File: src/rtl/spi_osm_pkg.sv
package spi_osm_pkg;

  typedef enum logic [1:0] {
    OSM_IDLE  = 2'd0,
    OSM_WAIT  = 2'd1,
    OSM_BIT   = 2'd2,
    OSM_PULSE = 2'd3
  } osm_state_e;

  // cycles per bit, never below one
  function automatic int unsigned osm_eff_div(input int unsigned d);
    return (d == 0) ? 1 : d;
  endfunction

  // cycles spent at idle level at the head of a bit period
  function automatic int unsigned osm_idle_span(input int unsigned n);
    return n / 2;
  endfunction

  function automatic int unsigned osm_clamp_samp(input int unsigned s, input int unsigned n);
    return (s > n - 1) ? n - 1 : s;
  endfunction

  function automatic int unsigned osm_clamp_len(input int unsigned l, input int unsigned mx);
    if (l == 0) return 1;
    if (l > mx) return mx;
    return l;
  endfunction

  // word position of serial bit k
  function automatic int unsigned osm_bit_pos(input int unsigned k, input int unsigned len,
                                              input logic lsb_first);
    return lsb_first ? k : (len - 1 - k);
  endfunction

endpackage

File: src/rtl/spi_osm_timer.sv
module spi_osm_timer #(
  parameter int DIV_W = 8
) (
  input  logic             clk,
  input  logic             rst_n,
  input  logic             run_i,
  input  logic [DIV_W-1:0] div_i,
  input  logic [DIV_W-1:0] half_i,
  input  logic [DIV_W-1:0] samp_i,
  output logic             last_o,
  output logic             first_o,
  output logic             act_o,
  output logic             samp_hit_o
);

  logic [DIV_W-1:0] cnt_q;

  assign last_o     = run_i && (cnt_q == div_i - DIV_W'(1));
  assign first_o    = run_i && (cnt_q == '0);
  assign act_o      = (cnt_q >= half_i);
  assign samp_hit_o = run_i && (cnt_q == samp_i);

  always_ff @(posedge clk or negedge rst_n) begin
    if (!rst_n)       cnt_q <= '0;
    else if (!run_i)  cnt_q <= '0;
    else if (last_o)  cnt_q <= '0;
    else              cnt_q <= cnt_q + DIV_W'(1);
  end

endmodule

File: src/rtl/spi_osm_datapath.sv
module spi_osm_datapath
  import spi_osm_pkg::*;
#(
  parameter int MAX_LEN = 32,
  parameter int LEN_W   = 6,
  parameter int IDX_W   = 5
) (
  input  logic               clk,
  input  logic               rst_n,
  input  logic               load_i,
  input  logic [LEN_W-1:0]   len_i,
  input  logic               lsb_i,
  input  logic [MAX_LEN-1:0] tx_i,
  input  logic [MAX_LEN-1:0] exp_i,
  input  logic [MAX_LEN-1:0] mask_i,
  input  logic               cmp_en_i,
  input  logic               samp_hit_i,
  input  logic               adv_i,
  input  logic               miso_i,
  output logic               mosi_bit_o,
  output logic               last_bit_o,
  output logic [MAX_LEN-1:0] rx_o,
  output logic               mis_o
);

  logic [LEN_W-1:0]   len_q, k_q;
  logic               lsb_q, cmp_q, mis_q;
  logic [MAX_LEN-1:0] tx_q, exp_q, mask_q, rx_q;
  logic [IDX_W-1:0]   pos;

  assign pos        = IDX_W'(osm_bit_pos(32'(k_q), 32'(len_q), lsb_q));
  assign mosi_bit_o = tx_q[pos];
  assign last_bit_o = (k_q == len_q - LEN_W'(1));
  assign rx_o       = rx_q;
  assign mis_o      = mis_q;

  always_ff @(posedge clk or negedge rst_n) begin
    if (!rst_n) begin
      len_q <= LEN_W'(1); k_q <= '0; lsb_q <= 1'b0; cmp_q <= 1'b0;
      tx_q <= '0; exp_q <= '0; mask_q <= '0;
    end else if (load_i) begin
      len_q  <= LEN_W'(osm_clamp_len(32'(len_i), MAX_LEN));
      k_q    <= '0;
      lsb_q  <= lsb_i;
      cmp_q  <= cmp_en_i;
      tx_q   <= tx_i;
      exp_q  <= exp_i;
      mask_q <= mask_i;
    end else if (adv_i) begin
      k_q <= k_q + LEN_W'(1);
    end
  end

  always_ff @(posedge clk or negedge rst_n) begin
    if (!rst_n)       mis_q <= 1'b0;
    else if (load_i)  mis_q <= 1'b0;
    else if (samp_hit_i && cmp_q && mask_q[pos] && (exp_q[pos] != miso_i))
      mis_q <= 1'b1;
  end

  // one capture flop per word position
  for (genvar i = 0; i < MAX_LEN; i++) begin : g_rx
    always_ff @(posedge clk or negedge rst_n) begin
      if (!rst_n)                               rx_q[i] <= 1'b0;
      else if (load_i)                          rx_q[i] <= 1'b0;
      else if (samp_hit_i && (pos == IDX_W'(i))) rx_q[i] <= miso_i;
    end
  end

endmodule

File: src/rtl/spi_osm_master.sv
module spi_osm_master
  import spi_osm_pkg::*;
#(
  parameter  int MAX_LEN = 32,
  parameter  int DIV_W   = 8,
  parameter  int WAIT_W  = 8,
  localparam int LEN_W   = $clog2(MAX_LEN + 1),
  localparam int IDX_W   = $clog2(MAX_LEN)
) (
  input  logic               clk,
  input  logic               rst_n,
  input  logic               start_i,
  input  logic               pulse_i,
  input  logic               cfg_idle_hi_i,
  input  logic               cfg_cs_act_i,
  input  logic               cfg_lsb_first_i,
  input  logic [DIV_W-1:0]   cfg_div_i,
  input  logic [DIV_W-1:0]   cfg_samp_i,
  input  logic [WAIT_W-1:0]  cfg_wait_i,
  input  logic [LEN_W-1:0]   cfg_len_i,
  input  logic [MAX_LEN-1:0] tx_word_i,
  input  logic [MAX_LEN-1:0] exp_word_i,
  input  logic [MAX_LEN-1:0] exp_mask_i,
  input  logic               cmp_en_i,
  input  logic               miso_i,
  output logic               busy_o,
  output logic               done_o,
  output logic [MAX_LEN-1:0] rx_word_o,
  output logic               mismatch_o,
  output logic               sclk_o,
  output logic               mosi_o,
  output logic               cs_o
);

  osm_state_e        st_q, st_d;
  logic [DIV_W-1:0]  div_q, half_q, samp_q, div_eff;
  logic [WAIT_W-1:0] wait_q, wcnt_q;
  logic              idle_q, csact_q, done_q;

  // named internal events
  logic accept_start, accept_pulse, in_bit, in_pulse, in_wait, run;
  logic tmr_last, bit_first, act_half, samp_hit;
  logic last_bit, bit_adv, xfer_end, mosi_bit;

  assign div_eff      = DIV_W'(osm_eff_div(32'(cfg_div_i)));
  assign accept_start = (st_q == OSM_IDLE) && start_i;
  assign accept_pulse = (st_q == OSM_IDLE) && !start_i && pulse_i;
  assign in_bit       = (st_q == OSM_BIT);
  assign in_pulse     = (st_q == OSM_PULSE);
  assign in_wait      = (st_q == OSM_WAIT);
  assign run          = in_bit || in_pulse;
  assign bit_adv      = in_bit && tmr_last && !last_bit;
  assign xfer_end     = in_bit && tmr_last && last_bit;

  spi_osm_timer #(.DIV_W(DIV_W)) u_timer (
    .clk       (clk),
    .rst_n     (rst_n),
    .run_i     (run),
    .div_i     (div_q),
    .half_i    (half_q),
    .samp_i    (samp_q),
    .last_o    (tmr_last),
    .first_o   (bit_first),
    .act_o     (act_half),
    .samp_hit_o(samp_hit)
  );

  spi_osm_datapath #(.MAX_LEN(MAX_LEN), .LEN_W(LEN_W), .IDX_W(IDX_W)) u_dp (
    .clk       (clk),
    .rst_n     (rst_n),
    .load_i    (accept_start),
    .len_i     (cfg_len_i),
    .lsb_i     (cfg_lsb_first_i),
    .tx_i      (tx_word_i),
    .exp_i     (exp_word_i),
    .mask_i    (exp_mask_i),
    .cmp_en_i  (cmp_en_i),
    .samp_hit_i(samp_hit && in_bit),
    .adv_i     (bit_adv),
    .miso_i    (miso_i),
    .mosi_bit_o(mosi_bit),
    .last_bit_o(last_bit),
    .rx_o      (rx_word_o),
    .mis_o     (mismatch_o)
  );

  always_comb begin
    st_d = st_q;
    unique case (st_q)
      OSM_IDLE: begin
        if (accept_start)      st_d = (cfg_wait_i != '0) ? OSM_WAIT : OSM_BIT;
        else if (accept_pulse) st_d = OSM_PULSE;
      end
      OSM_WAIT:  if (wcnt_q == wait_q - WAIT_W'(1)) st_d = OSM_BIT;
      OSM_BIT:   if (xfer_end) st_d = OSM_IDLE;
      OSM_PULSE: if (tmr_last) st_d = OSM_IDLE;
      default:   st_d = OSM_IDLE;
    endcase
  end

  always_ff @(posedge clk or negedge rst_n) begin
    if (!rst_n) begin
      st_q    <= OSM_IDLE;
      div_q   <= DIV_W'(1);
      half_q  <= '0;
      samp_q  <= '0;
      wait_q  <= '0;
      idle_q  <= 1'b0;
      csact_q <= 1'b0;
      wcnt_q  <= '0;
      done_q  <= 1'b0;
    end else begin
      st_q   <= st_d;
      done_q <= xfer_end;
      wcnt_q <= in_wait ? wcnt_q + WAIT_W'(1) : '0;
      if (accept_start || accept_pulse) begin
        div_q   <= div_eff;
        half_q  <= DIV_W'(osm_idle_span(32'(div_eff)));
        samp_q  <= DIV_W'(osm_clamp_samp(32'(cfg_samp_i), 32'(div_eff)));
        wait_q  <= cfg_wait_i;
        idle_q  <= cfg_idle_hi_i;
        csact_q <= cfg_cs_act_i;
      end
    end
  end

  assign busy_o = (st_q != OSM_IDLE);
  assign done_o = done_q;
  assign mosi_o = in_bit && mosi_bit;
  assign sclk_o = run ? (idle_q ^ act_half)
                      : ((st_q == OSM_IDLE) ? cfg_idle_hi_i : idle_q);
  assign cs_o   = (in_wait || in_bit) ? csact_q
                      : ((st_q == OSM_IDLE) ? ~cfg_cs_act_i : ~csact_q);

endmodule

File: config.mk
export PLATFORM = sky130hd
export DESIGN_NAME = spi_osm_master
export DESIGN_NICKNAME = d
export VERILOG_FILES = /design/src/rtl/spi_osm_pkg.sv /design/src/rtl/spi_osm_timer.sv /design/src/rtl/spi_osm_datapath.sv /design/src/rtl/spi_osm_master.sv
export SDC_FILE = /design/constraint.sdc
export NUM_CORES = 1
export LEC_CHECK = 0
export CORE_MARGIN = 2
export CORE_UTILIZATION = 54
export CTS_CLUSTER_SIZE = 28
export DETAILED_ROUTE_END_ITERATION = 10
export PLACE_DENSITY = 0.9
export REMOVE_ABC_BUFFERS = 1
export SLEW_MARGIN = 20
export SYNTH_ARGS = -nofsm -noshare
export SYNTH_HDL_FRONTEND = slang
export SYNTH_SLANG_ARGS = --single-unit
File: constraint.sdc
create_clock -name clk -period 3.85 [get_ports clk]
set_input_delay 0.5775 -clock clk [delete_from_list [all_inputs] [get_ports clk]]
set_output_delay 0.5775 -clock clk [all_outputs]
set_load 0.01 [all_outputs]
### Word-level counts from Yosys, hierarchy flattened

Cells that the tools add are included.

* register bits after elaboration: 195
* input bits: 135
* output and inout bits: 38
* word-level logic and storage cells: 300

* $add $sub $neg: 9
* order comparisons: 4
* equal/unequal tests: 43
* muxes and demuxes: 100
* bitwise operators: 3
* reductions and logical operators: 91

Operators by type and width (count)
* 5-bit == test (second input constant): 16
* 1-bit two-way mux: 79
* 2-bit nonzero test: 35
* 1-bit logical AND: 45
* 5-bit by 4-bit == test with 1-bit output (second input constant): 8
* 8-bit two-way mux: 5
* 8-bit by 32-bit greater-than comparator with 1-bit output: 1
* 6-bit two-way mux: 5
* 8-bit == test: 3
* 5-bit by 3-bit == test with 1-bit output (second input constant): 4
* 8-bit by 1-bit adder with 8-bit output (second input constant): 2
* 8-bit by 1-bit subtractor with 8-bit output (second input constant): 2
* 1-bit binary-select mux with 5-bit select: 3
* 2-bit two-way mux: 6
* 5-bit by 2-bit == test with 1-bit output (second input constant): 2
* 8-bit by 1-bit subtractor with 9-bit output (second input constant): 1
* 8-bit by 7-bit greater-or-equal comparator with 1-bit output: 1
* 8-bit logical NOT: 1
* 2-bit case mux with 4 select lines: 1
* 8-bit nonzero test: 1
* 6-bit by 1-bit adder with 6-bit output (second input constant): 1
* 6-bit == test: 1
* 6-bit greater-than comparator (second input constant): 1
* 6-bit logical NOT: 1
* other kinds (18): 25

### Longest topological paths before layout

Gate-level depths: netlist of the first run.

* word-level depth: 9
* mapped depth: 14

### Modules after synthesis

A second synthesis of the first run with hierarchy kept.

* cells, all modules: 933
* area total of the unflattened synthesis: 10407.5 µm²

Modules (own cells, without submodules)
* spi_osm_datapath: instances 1, cells an instance 587, area an instance 7093.1 µm²
* spi_osm_master: instances 1, cells an instance 236, area an instance 2363.5 µm²
* spi_osm_timer: instances 1, cells an instance 110, area an instance 950.9 µm²

### Worst setup path before layout of the first run

OpenSTA, ideal clock, no wires.

* path kind: flip-flop to output port
* start: register u_dp.k_q[0]
* end: output mosi_o
* arrival time: 2.952 ns
* required time: 3.273 ns
* setup slack: 0.320 ns
* stages on the path, launching flop included: 14
* path buffers: 3
* path through: dfrtp_1 -> inv_1 -> ha_1 -> inv_1 -> fa_1 -> nand2b_1 -> clkbuf_1 -> and2_1 -> buf_4 -> buf_4 -> mux4_2 -> mux2_2 -> o211ai_1 -> a21boi_0

* word-level cells in the longest chain between the ends: 5

Ends and longest elaborated chain
* from (decl): RTL line spi_osm_datapath.sv:26 `logic [LEN_W-1:0] len_q, k_q;`
* from (signal assigned): RTL line spi_osm_datapath.sv:50 `k_q <= k_q + LEN_W'(1);`
* 5-bit subtractor: RTL line spi_osm_pkg.sv:33 `return lsb_first ? k : (len - 1 - k);`
* 5-bit two-way mux *: RTL line spi_osm_pkg.sv:33
* 1-bit binary-select mux with 5-bit select *: RTL line spi_osm_datapath.sv:32 `assign mosi_bit_o = tx_q[pos];`
* 1-bit two-way mux (not written as such) *: RTL line spi_osm_datapath.sv:32
* 1-bit logical AND *: RTL line spi_osm_master.sv:129 `assign mosi_o = in_bit && mosi_bit;`
* to (decl): RTL line spi_osm_master.sv:31 `output logic mosi_o,`

Mark *: on every way between the ends. The rest lies on a longest branch, timed or not. The select of a mux whose other input is x is not followed.

### Worst setup path after layout of the first run

* start: register u_dp.len_q[0]
* end: output mosi_o

* word-level cells in the longest chain between the ends: 6

Ends and longest elaborated chain
* from (decl): RTL line spi_osm_datapath.sv:26
* from (signal assigned): RTL line spi_osm_datapath.sv:42 `len_q <= LEN_W'(osm_clamp_len(32'(len_i), MAX_LEN));`
* 5-bit by 1-bit subtractor with 5-bit output: RTL line spi_osm_pkg.sv:33
* 5-bit subtractor: RTL line spi_osm_pkg.sv:33
* 5-bit two-way mux: RTL line spi_osm_pkg.sv:33
* 1-bit binary-select mux with 5-bit select: RTL line spi_osm_datapath.sv:32
* 1-bit two-way mux (not written as such): RTL line spi_osm_datapath.sv:32
* 1-bit logical AND: RTL line spi_osm_master.sv:129

No other way between the ends. The select of a mux whose other input is x is not followed.

==> results summary, run 1 <==
The core region is roughly 19,000 um2. The layout overhead on the synthesized area is 27.1%. The cell total after placement came out at around 1,500. STA classifies the critical path startpoint as a flop. The count of non-filler cells in the finished layout came out at 1,551. The cell chosen for the clock root is sky130_fd_sc_hd__clkbuf_16. After synthesis the cells add up to slightly above 10,000 um2.

The clock network fraction of total power is 0.453. The detail-routed net length per standard cell came out at about 17 um. The filler cells instantiated in the layout total 1,298. The element type at the critical path end is an output port. Before antenna repair, the detailed router went through 5 iterations. The total of endpoints with negative setup slack in the final report is 0. Data arrives at the worst endpoint at ~3.2 ns. The overall routed net length is between 20 and 30 mm.

The netlist uses 64 different library cells. The final hold violation count is 0. Clock-pin slew was measured on the worst setup and hold paths at 0.08 ns. The detailed router's first-iteration violation count is 598. In the synthesized netlist the dominant register cell turns out to be sky130_fd_sc_hd__dfrtp_1.

The worst hold path belongs to the class input pin to asynchronous set/reset pin. The total via count in the routed design came out at roughly 9,000. The total power consumption of the routed design came out at roughly 4.1 mW.

The share of the synthesized area in the top cell type is 0.458. TritonCTS built the clock tree. The post-placement worst setup slack came out at roughly 0.097 ns. The die covers 19,900 um2. At the end of routability-driven placement, the weighted congestion stood at around 0.9. The count of flip-flops with a built-in enable after synthesis came out at 0. The leakage power is approximately 6.3 nW.

The worst voltage drop across the vdd grid is 0.308 mV. The net switching power of the design came out at 0.943 mW. Counting every instance in the synthesized netlist gives around 1,100. The average footprint of a synthesized cell is about 9 um2. The post-synthesis sequential element count came out at ~190.

After layout, the worst setup slack is 0.110 ns. The normalized max-slew margin is 0.403. Of the total power, the share spent switching nets is 0.231. The H-tree level count is 4.

The sequential cell area in the final layout came out at 4710 um2. The total power divided by cell area is approximately 320 nW/um2. The count of nets left with antenna violations once routing finished came out at 0. The cell taking the most area after synthesis is sky130_fd_sc_hd__dfrtp_1. The die is roughly 140 um wide. Traced cell by cell, the critical path runs through ha_1 > inv_1 > fa_1 > nand2b_1 > and2_4 > mux4_2 > mux2_2 > o211ai_1 > a21boi_1 > clkdlybuf4s15_1. The max-capacitance violation count came out at 0. The total of warnings raised by yosys is 0. The clock latency at the later pin of the worst-skew pair came out at approximately 0.44 ns. Internal power comes to 3.14 mW. The via count of the first global-routing pass came to between 8,000 and 9,000. Buffers placed on the I/O ports in this run total 172. The largest net degree at the start of global routing came out at roughly 100. The data required time at the worst endpoint is 3.27 ns. The async set-reset flop share out of synthesis is 1.00.

The largest fanout on the critical path came out at 5. The fraction of layout cells with a size suffix above 1 is 0.0964. The detailed-route DRC error count is 0. In the post-synthesis netlist, the biggest area contributors are sky130_fd_sc_hd__dfrtp_1, sky130_fd_sc_hd__nand2_1, sky130_fd_sc_hd__ha_1, sky130_fd_sc_hd__mux4_2, sky130_fd_sc_hd__mux2_2. The count of boundary I/O pins came out at 173. Summing all multi-input logic gate instances after layout gives roughly 5000 um2. The total grt overflow came out at 0. The initial standard-cell utilization of the core came out at 0.547. The number of antenna violations at the first check in global routing came out at 0. The via-per-instance ratio came out at around 5.8. For this design, the slowest cell found on the critical path is sky130_fd_sc_hd__dfstp_2.

The maximum clock frequency is ~270 MHz. The final worst-path cycle share is 0.972. Yosys instantiated no cell more often than sky130_fd_sc_hd__nand2_1. The antenna diode instance count is 0. The part of the total power dissipated in combinational logic is 0.063.

Across every metal layer, demand over resource in global routing totals 0.270. The transition time at the pin with the least slew margin is between 0.8 and 0.9 ns. The time the final worst path needs with I/O delays and setup is 3.74 ns. Row generation in the floorplan step produced 50 rows. The run finished with clean final reports. By count the netlist is led by sky130_fd_sc_hd__nand2_1, sky130_fd_sc_hd__dfrtp_1, sky130_fd_sc_hd__clkbuf_1.

For the final database, setup skew stands at 0.00872 ns. The largest single stage delay on the critical path is roughly 0.54 ns. The count of final max-slew check failures is 0. The wire-length estimate of the detail-placed layout is 18.3 mm. The count of clock tree sinks came out at 188. Measured along the y axis, the die boundary spans between 100 and 150 um. For this run, the register share of the synthesized area comes to 0.463. The share of power burned in registers came out at 0.484. The number of buffers inserted during clock tree synthesis is 17. The largest buffer count on any clock path is 2.

The first global-routing pass estimated ~43 mm of wire. The total number of nets in the final design is approximately 1,500. The path type of the worst setup path is flop to output port.
-- per-stage QoR --
stage	hold slack, ns	util	TNS (ns)	cell area [um2]
after floorplan	0.282	-	-0.873	9910
after global placement	0.452	0.657	0	12200
after detailed placement	0.456	0.657	0	12200
after CTS	0.267	0.692	0	12900
after global routing	0.271	0.695	-0.00371	12900
final	0.174	0.695	0	12900
-- cell type report --
type / instances / share of cell area
Inverter: 29 / 0.00842
Clock inverter: 13 / 0.0135
Tap cell: 234 / 0.0227
Timing Repair Buffer: 212 / 0.159
Clock buffer: 19 / 0.0343
Multi-Input combinational cell: 856 / 0.398
Sequential cell: 188 / 0.364
-- cells by family (layout without fill, tap and decap cells) --
logic type                 after synthesis  after routing  share of synthesized area
DFF                                    188            188                      0.463
AOI/OAI and AO/OA                      129            129                     0.0848
buffers and inverters                   91            273                     0.0356
muxes                                   56             56                     0.0754
and+or+nand+nor                        583            584                      0.253
adders and majority gates               32             32                     0.0401
xor gates and xnor gates                55             55                     0.0481
-- power groups by stage --
stage	combinational, mW	clock [mW]	sequential (mW)
2_1_floorplan	0.0415	0	2.02
3_3_place_gp	0.253	0	2.01
3_5_place_dp	0.258	0	2.01
4_1_cts	0.259	1.85	1.98
5_1_grt	0.283	1.94	1.98
6_report	0.257	1.85	1.98
-- critical path, delay by kind of cell (launching register included) --
family / cells / cell delay (ns)
adders and majority gates: 2 / 0.61
muxes: 2 / 0.60
DFF: 1 / 0.54
and+or+nand+nor: 2 / 0.36
AOI/OAI and AO/OA: 2 / 0.31
buffers and inverters: 2 / 0.30
-- final timing paths --
kind	from	to	slack [ns]	cells past startpoint
worst max-delay path	u_dp.len_q[0]	mosi_o	0.11	10
min in group clk	u_dp.mask_q[10]	u_dp.mask_q[10]	0.47	2
worst min-delay path	rst_n	u_dp.rx_o[30]	0.17	1
max in group asynchronous	rst_n	u_dp.rx_o[8]	2.74	2
worst min register to register	u_dp.mask_q[10]	u_dp.mask_q[10]	0.47	2
worst max register to register	u_dp.len_q[0]	u_dp.mis_o	0.16	14
-- what timing repair did --
item / in CTS / in global routing
pin swaps: 1 / 2
cloned: 0 / 1
resized for setup: 4 / 6
hold buffers: 0 / 0
endpoints found under the setup margin: 2 / 2
setup buffers: 4 / 6
-- metal layers --
| layer | vias to the layer above | routed length [um] | GRT usage |
|---|---|---|---|
| li1 | 4183 | - | - |
| met1 | 4350 | 11300 | 0.360 |
| met2 | 351 | 12900 | 0.429 |
| met3 | 79 | 1390 | 0.0510 |
| met4 | 0 | 993 | 0.127 |
| met5 | - | 0 | 0 |
-- sequential cells by signal, indices dropped and copies added (netlist names) --
register / count
idle_q: 1
u_timer.cnt_q: 8
u_dp.tx_q: 32
u_dp.mask_q: 32
st_q: 2
half_q: 1
u_dp.len_q: 6
u_dp.rx_o: 32
wcnt_q: 8
done_o: 1
csact_q: 1
u_dp.k_q: 6
wait_q: 8
div_q: 7
u_dp.exp_q: 32
u_dp.lsb_q: 1
u_dp.mis_o: 1
u_dp.cmp_q: 1
samp_q: 8
-- placed cells by master, fill, tap and decap left out, types with 6 or more instances in the layout --
master,netlist,routed
sky130_fd_sc_hd__buf_4,3,38
sky130_fd_sc_hd__a2111oi_0,9,8
sky130_fd_sc_hd__a21oi_1,36,36
sky130_fd_sc_hd__clkbuf_16,0,17
sky130_fd_sc_hd__mux4_2,14,14
sky130_fd_sc_hd__nand2b_1,6,6
sky130_fd_sc_hd__a211oi_1,12,12
sky130_fd_sc_hd__nor4_1,13,13
sky130_fd_sc_hd__inv_1,29,29
sky130_fd_sc_hd__xor2_1,26,26
sky130_fd_sc_hd__nor2b_1,6,6
sky130_fd_sc_hd__nand2_1,383,382
sky130_fd_sc_hd__clkdlybuf4s50_1,0,169
sky130_fd_sc_hd__nor3_1,17,17
sky130_fd_sc_hd__mux2i_1,17,17
sky130_fd_sc_hd__nor2_1,45,45
sky130_fd_sc_hd__o21ai_0,25,23
sky130_fd_sc_hd__xnor2_1,28,28
sky130_fd_sc_hd__dfrtp_1,186,186
sky130_fd_sc_hd__and3_1,26,26
sky130_fd_sc_hd__and2_1,11,9
sky130_fd_sc_hd__nand3b_1,11,11
sky130_fd_sc_hd__ha_1,31,31
sky130_fd_sc_hd__nand3_1,40,40
sky130_fd_sc_hd__mux2_2,25,25
Note: power is estimated with default switching activity, not from simulation.
==> inputs of run 2 (changes only) <==
--- a/config.mk
+++ b/config.mk
@@ -6,10 +6,9 @@
 export NUM_CORES = 1
 export LEC_CHECK = 0
 export CORE_MARGIN = 2
-export CORE_UTILIZATION = 54
-export CTS_CLUSTER_SIZE = 28
+export CORE_UTILIZATION = 52
 export DETAILED_ROUTE_END_ITERATION = 10
-export PLACE_DENSITY = 0.9
+export PLACE_DENSITY = 0.88
 export REMOVE_ABC_BUFFERS = 1
 export SLEW_MARGIN = 20
 export SYNTH_ARGS = -nofsm -noshare
==> run 2 against run 1 <==
Effect of this change:
- clock power is 3% lower
- combinational power hardly changed
- final cell count is 1.4% higher
- setup slack better by 0.019 ns
- critical endpoint unchanged
- maximum frequency is 0.52% higher
- sequential power hardly changed
- non-clock buffer count is 9 lower
- power is 1.3% lower
- critical path depth is 1 higher
- global-route usage is 1.2 points lower
- first-iteration DRC count is 13% higher
==> results summary, run 2 (same netlist as run 1, synthesis figures left out) <==
The flow ran to the end, and the final reports show no timing, DRC or antenna violations. TritonCTS built the clock tree. The number of antenna violations at the first check in global routing came out at 0. The fraction of layout cells with a size suffix above 1 is 0.0902. TritonCTS created 17 clock buffers.

The library cell used most frequently in the layout, excluding fill and tap cells, is sky130_fd_sc_hd__nand2_1. In the final layout, the multi-input gates occupy ~5100 um2. The total power divided by cell area came out at 313 nW/um2. In the final timing run, aggregate negative setup slack is 0 ns. The H-tree level count is 4. The worst setup path is launched from a flop. The cell chosen for the clock root is sky130_fd_sc_hd__clkbuf_16. The initial standard-cell utilization of the core came out at 0.526. The number of filler cells placed in the layout came out at ~1,500. In this run, the number of DRC markers left after iteration 0 of detailed routing was 677.

After clock tree synthesis, the clock-pin slew on the worst setup and hold paths is about 0.070 ns. In the layout the commonest cells are sky130_fd_sc_hd__nand2_1, sky130_fd_sc_hd__dfrtp_1, sky130_fd_sc_hd__clkdlybuf4s50_1. The timing startpoint of the critical path is u_dp.k_q[0]. The max-capacitance violation count is 0. The antenna diode instance count is 0. Across all layers, the routed design uses between 8,000 and 9,000 vias.

The count of clock tree sinks came out at between 150 and 200. The maximum clock frequency came out at approximately 270 MHz. Entering global routing, the biggest net connects 123 pins.

The estimated wirelength of the detail-placed design is ~18 mm. Port buffering added between 150 and 200 buffers. The vertical die dimension is between 100 and 150 um. Pin placement for this block handled between 150 and 200 I/O pins.

The detail route stage leaves a number of antenna-violating nets equal to 0. The number of detailed-route iterations in the first pass is 5. The total number of nets in the final design is ~1,500. The element type at the critical path end is an output port.

For the worst setup path, the data required time is about 3.3 ns. At the pin with the least slew margin, the transition time is 0.966 ns. The worst voltage drop across the vdd grid came out at 0.301 mV. The clock passes through at most 2 buffers. At the later pin of the worst-skew pair, clock insertion delay measures between 0.4 and 0.5 ns. The count of final max-slew check failures is 0. The die outline width is about 140 um.

The final weighted congestion in routability-driven placement is about 0.94. In the final routed layout, each cell accounts on average for around 16 um. The final worst-path cycle share is 0.966. For this design, the CTS-stage hold fixing added 0 buffers. The path type of the worst setup path is flop to output port. The layout overhead on the synthesized area came out at 26.5%. The final hold violation count is 0. The placeable core region came out at approximately 19,000 um2. For this run, the total global-route usage over all layers was measured as 0.257. For this run the aggregate overflow at the end of global routing stands at 0.

The overall routed net length came out at approximately 26 mm. The time the final worst path needs with I/O delays and setup came out at 3.72 ns. The leakage power is 6.22 nW.

The setup skew after layout is ~0.0087 ns. Final hold analysis gives a worst-case slack of between 0.2 and 0.3 ns. Setup repair after global routing left no endpoint under its margin. Setup violations remaining at the end of the flow were counted as 0. The placement row count is between 50 and 60. The worst register-to-register path begins at u_dp.k_q[0]. The worst pin sits at a relative slew slack of 0.356. The via-per-instance ratio came out at ~5.5. The kind of path behind the tightest hold check is input pin to asynchronous set/reset pin. The via count of the first global-routing pass is a little under 9,000. In the routed design, unresolved DRC markers number 0. Measured on the finished design, the core utilization comes to 0.665. The critical path data arrival time came out at 3.14 ns. The sequential cell area in the final layout came out at ~4700 um2. The first global-routing pass estimated approximately 42 mm of wire. The floorplan die area came out at 20,700 um2.

Along the worst path, the maximum fanout reaches 5.
[run 2: final timing paths]
| kind | slack [ns] | endpoint | cells past startpoint |
|---|---|---|---|
| min in group clk | 0.47 | u_dp.mask_q[6] | 2 |
| worst max register to register | 0.29 | u_dp.mis_o | 13 |
| worst max-delay path | 0.13 | mosi_o | 11 |
| worst min register to register | 0.47 | u_dp.mask_q[6] | 2 |
| max in group asynchronous | 2.61 | div_q[0] | 2 |
| worst min-delay path | 0.30 | u_dp.rx_o[27] | 1 |
[run 2: where the power goes]
group	internal [mW]	total, mW	switching, mW	leakage [nW]
Sequential	1.98	1.98	0.00132	2.40
Combinational	0.153	0.257	0.104	3.52
Clock	1.03	1.79	0.764	0.292
Total	3.16	4.03	0.869	6.22
[run 2: area by class of cell]
type,count,share of cell area
clock buffer,19,0.0337
clock inverter,13,0.0128
inverter,29,0.00846
multi-input combinational,856,0.400
sequential,188,0.366
tap,265,0.0258
timing repair buffer,203,0.153
[run 2: metrics by stage]
step / instances / total power [mW] / instance area, um2 / setup WS (ns)
CTS: 1573 / 4.05 / 12800 / 0.00504
detailed placement: 1537 / 2.27 / 12200 / 0.0104
global placement: 1537 / 2.27 / 12200 / 0.150
floorplan: 1072 / 2.06 / 9910 / -0.235
finish: 1573 / 4.03 / 12900 / 0.129
global route: 1573 / 4.16 / 12900 / 0.0300
[run 2: layer usage]
metal	global-route usage	routed length (um)	vias up
li1	-	-	4168
met1	0.334	10900	4175
met2	0.436	12900	307
met3	0.0427	1190	57
met4	0.0944	732	0
met5	0	0	-
[run 2: timing repair]
| item | CTS | global route |
|---|---|---|
| cloned | 1 | 0 |
| buffers inserted | 3 | 0 |
| resized for setup | 4 | 4 |
| pin swaps | 1 | 0 |
| setup endpoints to repair | 1 | 3 |
[run 2: worst max-delay path: stages (launching register included)]
cell and delay (ns):
sky130_fd_sc_hd__dfrtp_1 0.42, sky130_fd_sc_hd__inv_1 0.08, sky130_fd_sc_hd__ha_1 0.21, sky130_fd_sc_hd__inv_1 0.07, sky130_fd_sc_hd__fa_1 0.40, sky130_fd_sc_hd__nand2b_1 0.13, sky130_fd_sc_hd__and2_4 0.20, sky130_fd_sc_hd__mux4_2 0.29
sky130_fd_sc_hd__mux2_2 0.27, sky130_fd_sc_hd__o211ai_1 0.21, sky130_fd_sc_hd__a21boi_1 0.13, sky130_fd_sc_hd__dlygate4sd2_1 0.30
